## src/rtl/line_arb_pkg.sv

```systemverilog
package line_arb_pkg;

  typedef enum logic [1:0] {
    ST_IDLE  = 2'd0,
    ST_WAIT  = 2'd1,
    ST_DRIVE = 2'd2,
    ST_BOOST = 2'd3
  } arbState_t;

  // control -> datapath strobes
  typedef struct packed {
    logic loadDelay;
    logic loadBoost;
  } ctrlStrobe_t;

  // datapath -> control observations
  typedef struct packed {
    logic cardLow;
    logic hostLow;
    logic cardFall;
    logic hostFall;
    logic timerDone;
  } dpStatus_t;

endpackage

```

## src/rtl/arb_datapath.sv

```systemverilog
module arb_datapath
  import line_arb_pkg::*;
#(
  parameter int unsigned DELAY_CYC = 13,
  parameter int unsigned BOOST_CYC = 13
) (
  input  logic        clk,
  input  logic        rstN,
  input  logic        cardLine,
  input  logic        hostLine,
  input  ctrlStrobe_t strobe,
  output dpStatus_t   status
);
  localparam int unsigned MAX_CYC = (DELAY_CYC > BOOST_CYC) ? DELAY_CYC : BOOST_CYC;
  localparam int unsigned CW = $clog2(MAX_CYC + 1);
  localparam logic [CW-1:0] DELAY_LOAD = CW'(DELAY_CYC - 1);
  localparam logic [CW-1:0] BOOST_LOAD = CW'(BOOST_CYC - 1);

  logic [1:0] cardSync, hostSync;
  logic cardPrev, hostPrev;
  logic [CW-1:0] timerCnt;

  // two-flop synchronizers plus one history flop per side; idle level is high
  always_ff @(posedge clk) begin
    if (!rstN) begin
      cardSync <= 2'b11;
      hostSync <= 2'b11;
      cardPrev <= 1'b1;
      hostPrev <= 1'b1;
    end else begin
      cardSync <= {cardSync[0], cardLine};
      hostSync <= {hostSync[0], hostLine};
      cardPrev <= cardSync[1];
      hostPrev <= hostSync[1];
    end
  end

  // shared down-counter for the repeat delay and the boost window
  always_ff @(posedge clk) begin
    if (!rstN)                 timerCnt <= '0;
    else if (strobe.loadDelay) timerCnt <= DELAY_LOAD;
    else if (strobe.loadBoost) timerCnt <= BOOST_LOAD;
    else if (timerCnt != '0)   timerCnt <= timerCnt - 1'b1;
  end

  always_comb begin
    status.cardLow   = ~cardSync[1];
    status.hostLow   = ~hostSync[1];
    status.cardFall  = cardPrev & ~cardSync[1];
    status.hostFall  = hostPrev & ~hostSync[1];
    status.timerDone = (timerCnt == '0);
  end

  // the counter never leaves its loaded range
  a_r2_timer_bounded: assert property (@(posedge clk) disable iff (!rstN)
    timerCnt <= CW'(MAX_CYC - 1));

  // a load is never issued for both windows at once
  a_r6_single_load: assert property (@(posedge clk) disable iff (!rstN)
    !(strobe.loadDelay && strobe.loadBoost));

endmodule

```

## src/rtl/arb_ctrl.sv

```systemverilog
module arb_ctrl
  import line_arb_pkg::*;
(
  input  logic        clk,
  input  logic        rstN,
  input  dpStatus_t   status,
  output ctrlStrobe_t strobe,
  output logic        cardDriveLow,
  output logic        cardBoost,
  output logic        hostDriveLow,
  output logic        hostBoost
);
  arbState_t state, stateNext;
  logic masterCard, masterCardNext;
  logic masterLow;

  assign masterLow = masterCard ? status.cardLow : status.hostLow;

  always_comb begin
    stateNext        = state;
    masterCardNext   = masterCard;
    strobe.loadDelay = 1'b0;
    strobe.loadBoost = 1'b0;
    unique case (state)
      ST_IDLE: begin
        if (status.cardFall) begin          // card wins a tie
          stateNext        = ST_WAIT;
          masterCardNext   = 1'b1;
          strobe.loadDelay = 1'b1;
        end else if (status.hostFall) begin
          stateNext        = ST_WAIT;
          masterCardNext   = 1'b0;
          strobe.loadDelay = 1'b1;
        end
      end
      ST_WAIT: begin
        if (!masterLow)            stateNext = ST_IDLE;
        else if (status.timerDone) stateNext = ST_DRIVE;
      end
      ST_DRIVE: begin
        if (!masterLow) begin
          stateNext        = ST_BOOST;
          strobe.loadBoost = 1'b1;
        end
      end
      ST_BOOST: begin
        if (status.timerDone) stateNext = ST_IDLE;
      end
      default: stateNext = ST_IDLE;
    endcase
  end

  always_ff @(posedge clk) begin
    if (!rstN) begin
      state      <= ST_IDLE;
      masterCard <= 1'b1;
    end else begin
      state      <= stateNext;
      masterCard <= masterCardNext;
    end
  end

  always_comb begin
    hostDriveLow = (state == ST_DRIVE) &&  masterCard;
    cardDriveLow = (state == ST_DRIVE) && !masterCard;
    hostBoost    = (state == ST_BOOST) &&  masterCard;
    cardBoost    = (state == ST_BOOST) && !masterCard;
  end

  // reset leaves every enable off
  a_r1_reset_quiet: assert property (@(posedge clk)
    !rstN |=> !(cardDriveLow || hostDriveLow || cardBoost || hostBoost));

  // a drive starts only when the delay counter has run out
  a_r2_drive_after_delay: assert property (@(posedge clk) disable iff (!rstN)
    $rose(cardDriveLow || hostDriveLow) |-> $past(status.timerDone));

  // a held input keeps the drive in place whatever the output side does
  a_r5_hold_drive: assert property (@(posedge clk) disable iff (!rstN)
    (state == ST_DRIVE && masterLow) |=> (state == ST_DRIVE));

  // a boost only follows a drive, and ends on counter expiry
  a_r6_boost_follows_drive: assert property (@(posedge clk) disable iff (!rstN)
    $rose(cardBoost || hostBoost) |-> $past(cardDriveLow || hostDriveLow));
  a_r6_boost_ends_on_timer: assert property (@(posedge clk) disable iff (!rstN)
    $fell(cardBoost || hostBoost) |-> $past(status.timerDone));

  // at most one of the four enables is active
  a_r8_exclusive_enables: assert property (@(posedge clk) disable iff (!rstN)
    $onehot0({cardDriveLow, cardBoost, hostDriveLow, hostBoost}));

endmodule

```

## src/rtl/line_arbiter.sv

```systemverilog
module line_arbiter
  import line_arb_pkg::*;
#(
  parameter int unsigned LINES     = 3,
  parameter int unsigned DELAY_CYC = 13,
  parameter int unsigned BOOST_CYC = 13
) (
  input  logic             clk,
  input  logic             rstN,
  input  logic [LINES-1:0] cardLine,
  input  logic [LINES-1:0] hostLine,
  output logic [LINES-1:0] cardDriveLow,
  output logic [LINES-1:0] cardBoost,
  output logic [LINES-1:0] hostDriveLow,
  output logic [LINES-1:0] hostBoost
);
  for (genvar g = 0; g < LINES; g++) begin : g_lane
    ctrlStrobe_t strobe;
    dpStatus_t   status;

    arb_datapath #(
      .DELAY_CYC (DELAY_CYC),
      .BOOST_CYC (BOOST_CYC)
    ) i_dp (
      .clk      (clk),
      .rstN     (rstN),
      .cardLine (cardLine[g]),
      .hostLine (hostLine[g]),
      .strobe   (strobe),
      .status   (status)
    );

    arb_ctrl i_ctrl (
      .clk          (clk),
      .rstN         (rstN),
      .status       (status),
      .strobe       (strobe),
      .cardDriveLow (cardDriveLow[g]),
      .cardBoost    (cardBoost[g]),
      .hostDriveLow (hostDriveLow[g]),
      .hostBoost    (hostBoost[g])
    );
  end

endmodule

```

## config.mk

```make
export PLATFORM = sky130hd
export DESIGN_NAME = line_arbiter
export DESIGN_NICKNAME = d
export VERILOG_FILES = /design/src/rtl/line_arb_pkg.sv /design/src/rtl/arb_datapath.sv /design/src/rtl/arb_ctrl.sv /design/src/rtl/line_arbiter.sv
export SDC_FILE = /design/constraint.sdc
export NUM_CORES = 1
export LEC_CHECK = 0
export BUFFER_PORTS_ARGS = -buffer_cell sky130_fd_sc_hd__buf_2
export CAP_MARGIN = 25
export CORE_UTILIZATION = 50
export DETAILED_ROUTE_END_ITERATION = 16
export PLACE_DENSITY = 0.75
export REMOVE_ABC_BUFFERS = 1
export SETUP_SLACK_MARGIN = 0.15
export SLEW_MARGIN = 20
export SYNTH_ARGS = -nofsm -noshare
export SYNTH_HDL_FRONTEND = slang
export SYNTH_SLANG_ARGS = --single-unit
```

## constraint.sdc

```tcl
create_clock -name clk -period 1.2 [get_ports clk]
set_input_delay 0.12 -clock clk [delete_from_list [all_inputs] [get_ports clk]]
set_output_delay 0.12 -clock clk [all_outputs]
set_load 0.02 [all_outputs]
```

# Yosys cells after proc, flatten, opt, wreduce, memory -nomap -nowiden

Cells that the tools add are included.

RAM bits: 0
Memories: 0
Bits in registers: 39
Output and inout port bits: 12
Latch bits: 0
Input bits: 8
Bits in read-only memories: 0
Logic and storage cells: 154

Bitwise logic cells: 13
Div/mod/pow operators: 0
Multiply operators: 0
Shift-type cells: 0
Magnitude comparators: 0
Eq/ne operators: 21
Multiplexer cells: 54
Reductions and logical operators: 39
$add $sub $neg: 3

Operators with widths:

| kind                | number |
|---|---|
| $mux 2              | 18 |
| $mux 4              | 9 |
| $mux 1              | 24 |
| $pmux 2 s4          | 3 |
| $eq 2x2->1 const B  | 6 |
| $logic_and 1x1->1   | 12 |
| $logic_not 4->1     | 3 |
| $reduce_and 4->1    | 3 |
| $reduce_bool 4->1   | 3 |
| $sub 4x1->4 const B | 3 |
| $ne 3x1->1 const B  | 3 |
| $ne 3x2->1 const B  | 3 |
| $reduce_bool 3->1   | 3 |
| $reduce_or 3->1     | 3 |
| $not 1->1           | 7 |
| $and 1x1->1         | 6 |
| $eq 2x1->1 const B  | 3 |
| $logic_not 2->1     | 3 |
| $ne 2x1->1 const B  | 3 |
| $ne 2x2->1 const B  | 3 |
| $reduce_and 2->1    | 3 |
| $reduce_bool 2->1   | 3 |
| $logic_not 1->1     | 3 |

# Depth between registers and ports, before layout

Gate-level depths: netlist of the first run.

Depth after elaboration: 6
Mapped depth: 6
Mapped depth without buffers: 6

# Modules after synthesis

From an unflattened synthesis of the first run, not the netlist that was laid out.

Cells, all modules: 186
Area total of the unflattened synthesis: 1700.4 um^2

By module, submodules not included:

| module       | instances | area each (um^2) | cells each | seq. area each (um^2) |
|---|---|---|---|---|
| arb_datapath | 3         | 374.1            | 37         | 200.2 |
| arb_ctrl     | 3         | 192.7            | 25         | 60.1 |

# Worst setup path after synthesis of the first run

No wires, ideal clock.

Kind: register to register
Start: register g_lane[0].i_dp.timerCnt[0]
End: register with a tool-made name
Library setup time: 58 ps
Path buffers: 0
Data required time: 1142 ps
Period minus slack after synthesis: 1209 ps
Stages on the path, launching flop included: 7
Data arrival time: 1151 ps
Slack: -9 ps
Cell sequence: dfxtp_1 > inv_1 > ha_1 > nor3b_4 > nand2_1 > nor3_1 > o21a_1

RTL lines:

| item                     | RTL line           | source |
|---|---|---|
| start: declaration       | arb_datapath.sv:21 | `logic [CW-1:0] timerCnt;` |
| start signal: assignment | arb_datapath.sv:43 | `else if (timerCnt != '0) timerCnt <= timerCnt - 1'b1;` |

# Final worst setup path of the first run

Start: register g_lane[0].i_ctrl.masterCard
End: output hostDriveLow[0]

Cells in the longest elaborated chain, start to end: 1

RTL lines:

| item                     | RTL line           | source |
|---|---|---|
| start: declaration       | arb_ctrl.sv:14     | `logic masterCard, masterCardNext;` |
| start signal: assignment | arb_ctrl.sv:59     | `masterCard <= masterCardNext;` |
| $logic_and 1x1->1        | arb_ctrl.sv:64     | `hostDriveLow = (state == ST_DRIVE) && masterCard;` |
| end: declaration         | line_arbiter.sv:14 | `output logic [LINES-1:0] hostDriveLow,` |

No other way between the ends.

==> metrics.md, run 1 <==
| Metric | Value |
|---|---|
| Mux share of post-synthesis cell area | `0.0349` |
| CTS tree | `built` |
| Worst reg2reg path startpoint | `g_lane[0].i_dp.timerCnt[0]$_SDFFE_PP0P_` |
| Setup crit start kind | `flop` |
| Top-count cell post-synth | `dfxtp_1` |
| Top cells by area, synth | `dfxtp_1 44%, nand2b_1 8.5%, buf_4 5.1%` |
| Critical hold path startpoint | `rstN` |
| Adder-Cell Fraction of Synth Area | `0.0356` |
| Number of I/O pins | `20` |
| CTS Sinks | `39` |
| CP Capture Type | `primary output` |
| Die area | `about 3800 um2` |
| Global route overflow | `0` |
| Final Net Count | `250` |
| Total iterations of the first detailed-routing run | `4` |
| Worst Hold Class | `input pin to flop` |
| Sequential area share after synthesis | `0.444` |
| Synth top area share | `0.444` |
| Ant diodes | `0` |
| Unrepaired setup endpoints after global routing | `true` |
| Worst VDD drop | `between 1 and 1.5 mV` |
| Async SR Flop Fraction | `0` |
| Main synth FF type | `dfxtp_1` |
| Crit Path Max Fanout | `3` |
| Netlist cell types | `39` |
| Synth warn | `0` |
| DRC | `0` |
| Post-synth top cells | `39 x dfxtp_1, 24 x nand2b_1, 16 x a21oi_1` |
| CP arrival | `~1.3 ns` |
| Vias in the first global route | `approximately 1500` |
| Drt total wl | `4.69 mm` |
| EDFF count, synth | `0` |
| Core area | `3360 um2` |
| CTS Root Cell | `clkbuf_4` |
| Iter 0 DRT Violations | `43` |
| Syn Area/Cell | `9.41 um2` |
| Slew margin rel. | `0.824` |
| Hold Vio Cnt, Final | `0` |
| Vias/cell | `~5.3` |
| Initial Utilization | `0.523` |
| Setup WS post-layout | `-0.217 ns` |
| Die Span X | `approximately 60 um` |
| Crit. Startpoint | `g_lane[0].i_ctrl.masterCard$_SDFFE_PN1P_` |
| Area added between synthesis and finish | `53.0%` |
| Post-Synth Simple-Gate Area | `0.244` |
| Largest net degree at the start of global routing | `14` |
| Detailed placement HPWL | `about 2.2 mm` |
| Failing checks | `setup timing` |
| Setup TNS | `-2.06 ns` |
| P_leak | `about 1.1 nW` |
| Clk_lat worst skew | `around 0.36 ns` |
| H-tree lvl count | `2` |
| Count of antenna-violating nets left after detailed routing | `0` |
| GR Util All Layers | `0.240` |
| Cell taking the most area after synthesis | `dfxtp_1` |
| Power Total | `5.17 mW` |
| Max-cap violations | `0` |
| Initial antenna violation count | `0` |
| Port bufs | `19` |
| Cell count after synthesis | `~190` |
| Slew @ Worst Pin | `roughly 0.26 ns` |
| Status | `finished with violations` |
| Critical Path RT | `approximately 1.1 ns` |
| Wire length per cell | `~17 um` |
| Post-Synth XOR/XNOR Area | `0.0249` |
| GP Congestion | `0.725` |
| # setup viols final | `27` |
| Total number of vias | `around 1500` |
| Netlist Area Pre-Place | `1760 um2` |
| Post-synthesis compound-gate area fraction | `0.130` |
| Cell row count | `21` |
| Fin crit share | `1.18` |
| FMAX | `~710 MHz` |
| Clk_skew | `0.00852 ns` |
| Pwr/cell area | `between 1500 and 2000 nW/um2` |
| Worst setup path class | `flop to primary output` |
| Final hold slack | `about 0.082 ns` |
| Die H | `approximately 60 um` |
| Main combinational cell family by area after synthesis | `simple AND/OR/NAND/NOR gates` |
| Max-slew violation count | `0` |
| First-pass GRT wire length | `6.41 mm` |
| Yosys reg bits | `39` |
| Min Clock Period, post-route | `about 1.4 ns` |
| Layout cells sized above 1 | `0.622` |
| Clk slew on worst S/H paths | `approximately 0.11 ns` |
| Clock buffer depth | `2` |
| Num CTS Buffers | `5` |
==> per-layer routing <==
layer | up-vias | track usage | routed length (um)
li1 | 722 | - | -
met1 | 741 | 0.258 | 1920
met2 | 24 | 0.416 | 2560
met3 | 11 | 0.0651 | 124
met4 | 0 | 0.156 | 86
met5 | - | 0 | 0
==> power by group <==
| part | switching, mW | internal (mW) | leakage (nW) | total, mW |
|---|---|---|---|---|
| clock network | 0.448 | 0.650 | 0.0525 | 1.10 |
| registers | 0.219 | 1.54 | 0.326 | 1.76 |
| logic | 1.08 | 1.23 | 0.720 | 2.31 |
| total | 1.75 | 3.42 | 1.10 | 5.17 |
==> worst max-delay path: stages (launching register included) <==
cell     delay, ns
dfxtp_2       0.35
buf_4         0.13
inv_1         0.09
nor3_2        0.20
buf_4         0.17
==> state kept, by name (all words and copies together) (netlist names), named ones only <==
signal,flops
g_lane.i_dp.timerCnt,12
g_lane.i_dp.cardPrev,3
g_lane.i_dp.hostPrev,3
g_lane.i_dp.hostSync,6
g_lane.i_ctrl.state,3
g_lane.i_ctrl.masterCard,3
g_lane.i_dp.cardSync,6
==> logic make-up (layout without fill, tap and decap cells) <==
logic type               Yosys count  after routing
AND/OR/NAND/NOR                   74             74
flip-flops                        39             39
AO/OA/AOI/OAI                     31             31
buffers and inverters             28             79
adder cells (fa/ha/maj)            5              5
XOR/XNOR                           5              5
multiplexers                       5              5
==> final timing paths <==
check / slack (ns) / cells after the start / endpoint
setup / recovery: -0.22 / 4 / hostDriveLow[0]
hold / removal: 0.08 / 2 / g_lane[0].i_dp.cardPrev$_SDFF_PN1_
setup reg to reg: -0.11 / 6 / flop
hold reg to reg: 0.42 / 1 / g_lane[2].i_dp.cardSync[1]$_SDFF_PN1_
==> cells in the final DEF, fill, tap and decap left out, drive strengths merged, types with 6 or more instances in the layout <==
master	netlist	final
a21oi	17	17
and3	7	7
buf	14	53
clkbuf	2	6
dfxtp	39	39
dlygate4sd3	0	6
inv	12	11
nand2	13	13
nand2b	24	24
nor2	9	9
nor3	10	10
==> area by class of cell <==
class                   instances  area (um2)
fillers                       193         672
repair buffers                 59         512
well taps                      46        57.6
multi-input cells             120        1160
flip-flops and latches         39         812
inverters                      12        51.3
clock buffers                   6        41.3
clock inverters                 2        60.1
==> repair_timing <==
action                                 4_1_cts  5_1_grt
pin swaps                                   23       12
hold buffers                                 6        0
setup buffers                               13        7
setup endpoints to repair                   33       33
endpoints found under the hold margin        6        0
resized for setup                           89       38
==> metrics by stage <==
| stage | cell area, um2 | worst slack [ns] | cells | util |
|---|---|---|---|---|
| finish | 2690 | -0.217 | 284 | 0.800 |
| global route | 2690 | -0.254 | 284 | 0.800 |
| CTS | 2490 | -0.193 | 277 | 0.741 |
| detailed placement | 1910 | -0.126 | 250 | 0.568 |
| global placement | 1910 | -0.0143 | 250 | 0.568 |
| floorplan | 1650 | -0.00846 | 171 | - |
Power figures use the tool's default switching activity.
==> run 2: changes to the inputs <==
CORE_UTILIZATION = 42   (was 50)
PLACE_DENSITY = 0.65   (was 0.75)
SETUP_SLACK_MARGIN = 0.05   (was 0.15)
==> run 2 against run 1 <==
The run still ends with setup timing left. Sequential share of layout area is 1.1 points higher. Total power is 7.4% lower. Flip-flop and latch count stayed put. Core utilization is 15 points lower. Critical path type is now flop to flop. Largest cell class unchanged. Largest power group unchanged.
==> metrics.md, run 2 (synthesis results as in run 1) <==
| Metric | Value |
|---|---|
| Reg area | `816 um2 (+0.46%)` |
| Port bufs | `19 (unchanged)` |
| Slew margin rel. | `0.834 (+0.0108)` |
| FMAX | `777 MHz (+10%)` |
| Multi-input logic area | `1090 um2 (-5.4%)` |
| GP Congestion | `0.788 (+8.7%)` |
| P_int | `3.26 mW (-4.8%)` |
| Worst Hold Class | `input pin to flop` |
| Most frequent cells in the layout | `29 x buf_4, 23 x dfxtp_1, 21 x nand2b_1` |
| Count of antenna-violating nets left after detailed routing | `0 (unchanged)` |
| Min Clock Period, post-route | `1.29 ns (-0.130 ns)` |
| Vias/cell | `4.87 (-7.7%)` |
| CP arrival | `1.47 ns (+0.17 ns)` |
| Area added between synthesis and finish | `48.4%` |
| Clk_lat worst skew | `0.29 ns (-0.07 ns)` |
| P_leak | `1.05 nW (-4.1%)` |
| Max-cap violations | `0 (unchanged)` |
| Initial Utilization | `0.440 (-0.0833)` |
| Drt total wl | `3.65 mm (-22%)` |
| Num CTS Buffers | `5 (unchanged)` |
| Cell row count | `23 (+9.5%)` |
| Clock Power Share | `0.199 (-0.014)` |
| # setup viols final | `10 (-63%)` |
| Placed inst area | `1960 um2 (+2.6%)` |
| Status | `finished with violations` |
| Ant diodes | `0 (unchanged)` |
| Core area | `4000 um2 (+19%)` |
| Commonest non-fill, non-tap cell in the layout | `buf_4` |
| Met2 GRT Util | `0.265 (-0.151)` |
| GR met3 Demand/Resource | `0.0634 (-0.00177)` |
| Sw power | `1.53 mW (-12%)` |
| Clk_skew | `0.00619 ns (-0.00233 ns)` |
| Hold Vio Cnt, Final | `0 (unchanged)` |
| Setup crit start kind | `flop` |
| Number of I/O pins | `20 (unchanged)` |
| CP Capture Type | `flop` |
| Finished Core Util | `0.652 (-0.148)` |
| Initial antenna violation count | `0 (unchanged)` |
| CTS Root Cell | `clkbuf_8` |
| CTS tree | `built` |
| Sw Share | `0.320 (-0.0182)` |
| Wire length per cell | `12.8 um (-22%)` |
| Vias in the first global route | `1241 (-15%)` |
| Clock buffer depth | `2 (unchanged)` |
| Slew @ Worst Pin | `0.244 ns (-0.0178 ns)` |
| Final Net Count | `247 (-1.2%)` |
| Comb power frac | `0.433 (-0.015)` |
| Iter 0 DRT Violations | `51 (+19%)` |
| Detailed placement HPWL | `2.10 mm (-4.7%)` |
| Critical Path RT | `1.38 ns (+0.30 ns)` |
| Worst setup path class | `flop to flop` |
| Crit Path Max Fanout | `5 (+2)` |
| First-pass GRT wire length | `5.38 mm (-16%)` |
| Failing checks | `setup timing` |
| Pwr/cell area | `1830 nW/um2 (-4.5%)` |
| Largest registers | `g_lane.i_dp.timerCnt x12, g_lane.i_dp.cardSync x6, g_lane.i_dp.hostSync x6` |
| Layout cells sized above 1 | `0.579 (-0.0431)` |
| Unrepaired setup endpoints after global routing | `true` |
| Die H | `66.7 um (+8.8%)` |
| Met1 Use GR | `0.190 (-0.0683)` |
| Fin crit share | `1.07 (-0.108)` |
| Post-route cell area | `2610 um2 (-3.0%)` |
| CTS Sinks | `39 (unchanged)` |
| Clk slew on worst S/H paths | `0.07 ns (-0.04 ns)` |
| Largest register FFs | `12 (unchanged)` |
| Die Span X | `66.7 um (+8.8%)` |
| H-tree lvl count | `2 (unchanged)` |
| GR peak layer | `met2` |
| Global route overflow | `0 (unchanged)` |
| Total number of vias | `1388 (-7.3%)` |
| GR Util All Layers | `0.164 (-0.0767)` |
| Total iterations of the first detailed-routing run | `4 (unchanged)` |
| Largest net degree at the start of global routing | `13 (-1)` |
| Max-slew violation count | `0 (unchanged)` |
| DRC | `0 (unchanged)` |
| FILL cells | `289 (+50%)` |
| Worst VDD drop | `1.38 mV (+17%)` |
| Die area | `4450 um2 (+18%)` |
| Most flops, register | `g_lane.i_dp.timerCnt` |
| Setup WS post-layout | `-0.0873 ns (+0.130 ns)` |
| Seq pwr share | `0.367 (+0.027)` |
-- run 2: changes by cell type in the layout (fill, tap and decap cells not counted), sizes merged --
cell         delta
dlygate4sd3     -5
buf             +2
bufinv          -2
clkbuf          +2
clkinvlp        -1
inv             +1
-- run 2: critical path, stage by stage, from the launching register on --
cell and delay, ns:
dfxtp_2 0.33, inv_2 0.08, ha_4 0.13, nor3b_4 0.27
buf_6 0.15, xnor2_2 0.05, and3_1 0.17
-- run 2: timing repair --
item | in CTS | in global routing
setup buffers | 7 | 9
endpoints found under the hold margin | 0 | 1
pin swaps | 11 | 21
endpoints found under the setup margin | 22 | 32
hold buffers | 0 | 1
resized for setup | 73 | 47
-- run 2: power groups by stage --
stage	sequential (mW)	combinational, mW	clock (mW)
6_report	1.76	2.07	0.955
5_1_grt	1.79	2.28	1.04
4_1_cts	1.71	1.58	0.975
3_5_place_dp	1.72	1.43	0
3_3_place_gp	1.71	1.41	0
2_1_floorplan	1.69	1.04	0
-- run 2: per-stage QoR --
step	power [mW]	cells	setup slack [ns]	hold slack [ns]	setup TNS [ns]
after floorplan	2.73	171	-0.00846	0.193	-0.00978
after global placement	3.12	260	-0.0237	0.302	-0.0379
after detailed placement	3.14	260	-0.0679	0.309	-0.164
after CTS	4.26	275	-0.0845	0.00630	-0.227
after global routing	5.12	285	-0.158	0.0000548	-1.24
final	4.79	285	-0.0873	0.00858	-0.354
-- run 2: final timing paths --
check	startpoint	endpoint	slack (ns)	depth (start not counted)
max	g_lane[0].i_dp.timerCnt[1]$_SDFFE_PP0P_	g_lane[0].i_dp.timerCnt[0]$_SDFFE_PP0P_	-0.09	6
min	cardLine[2]	g_lane[2].i_dp.cardSync[0]$_SDFF_PN1_	0.009	2
max reg2reg	g_lane[0].i_dp.timerCnt[1]$_SDFFE_PP0P_	g_lane[0].i_dp.timerCnt[0]$_SDFFE_PP0P_	-0.09	6
min reg2reg	g_lane[1].i_dp.hostSync[0]$_SDFF_PN1_	g_lane[1].i_dp.hostSync[1]$_SDFF_PN1_	0.41	1
-- run 2: routing by layer --
| layer | vias to the layer above | part of all wire |
|---|---|---|
| li1 | 715 | - |
| met1 | 645 | 0.47 |
| met2 | 19 | 0.47 |
| met3 | 9 | 0.032 |
| met4 | 0 | 0.024 |
| met5 | - | 0 |
-- run 2: area by class of cell --
| type | count | share of cell area |
|---|---|---|
| multi-input cells | 120 | 0.419 |
| flip-flops and latches | 39 | 0.313 |
| repair buffers | 56 | 0.183 |
| clock buffers | 8 | 0.0384 |
| well taps | 50 | 0.0240 |
| inverters | 12 | 0.0230 |
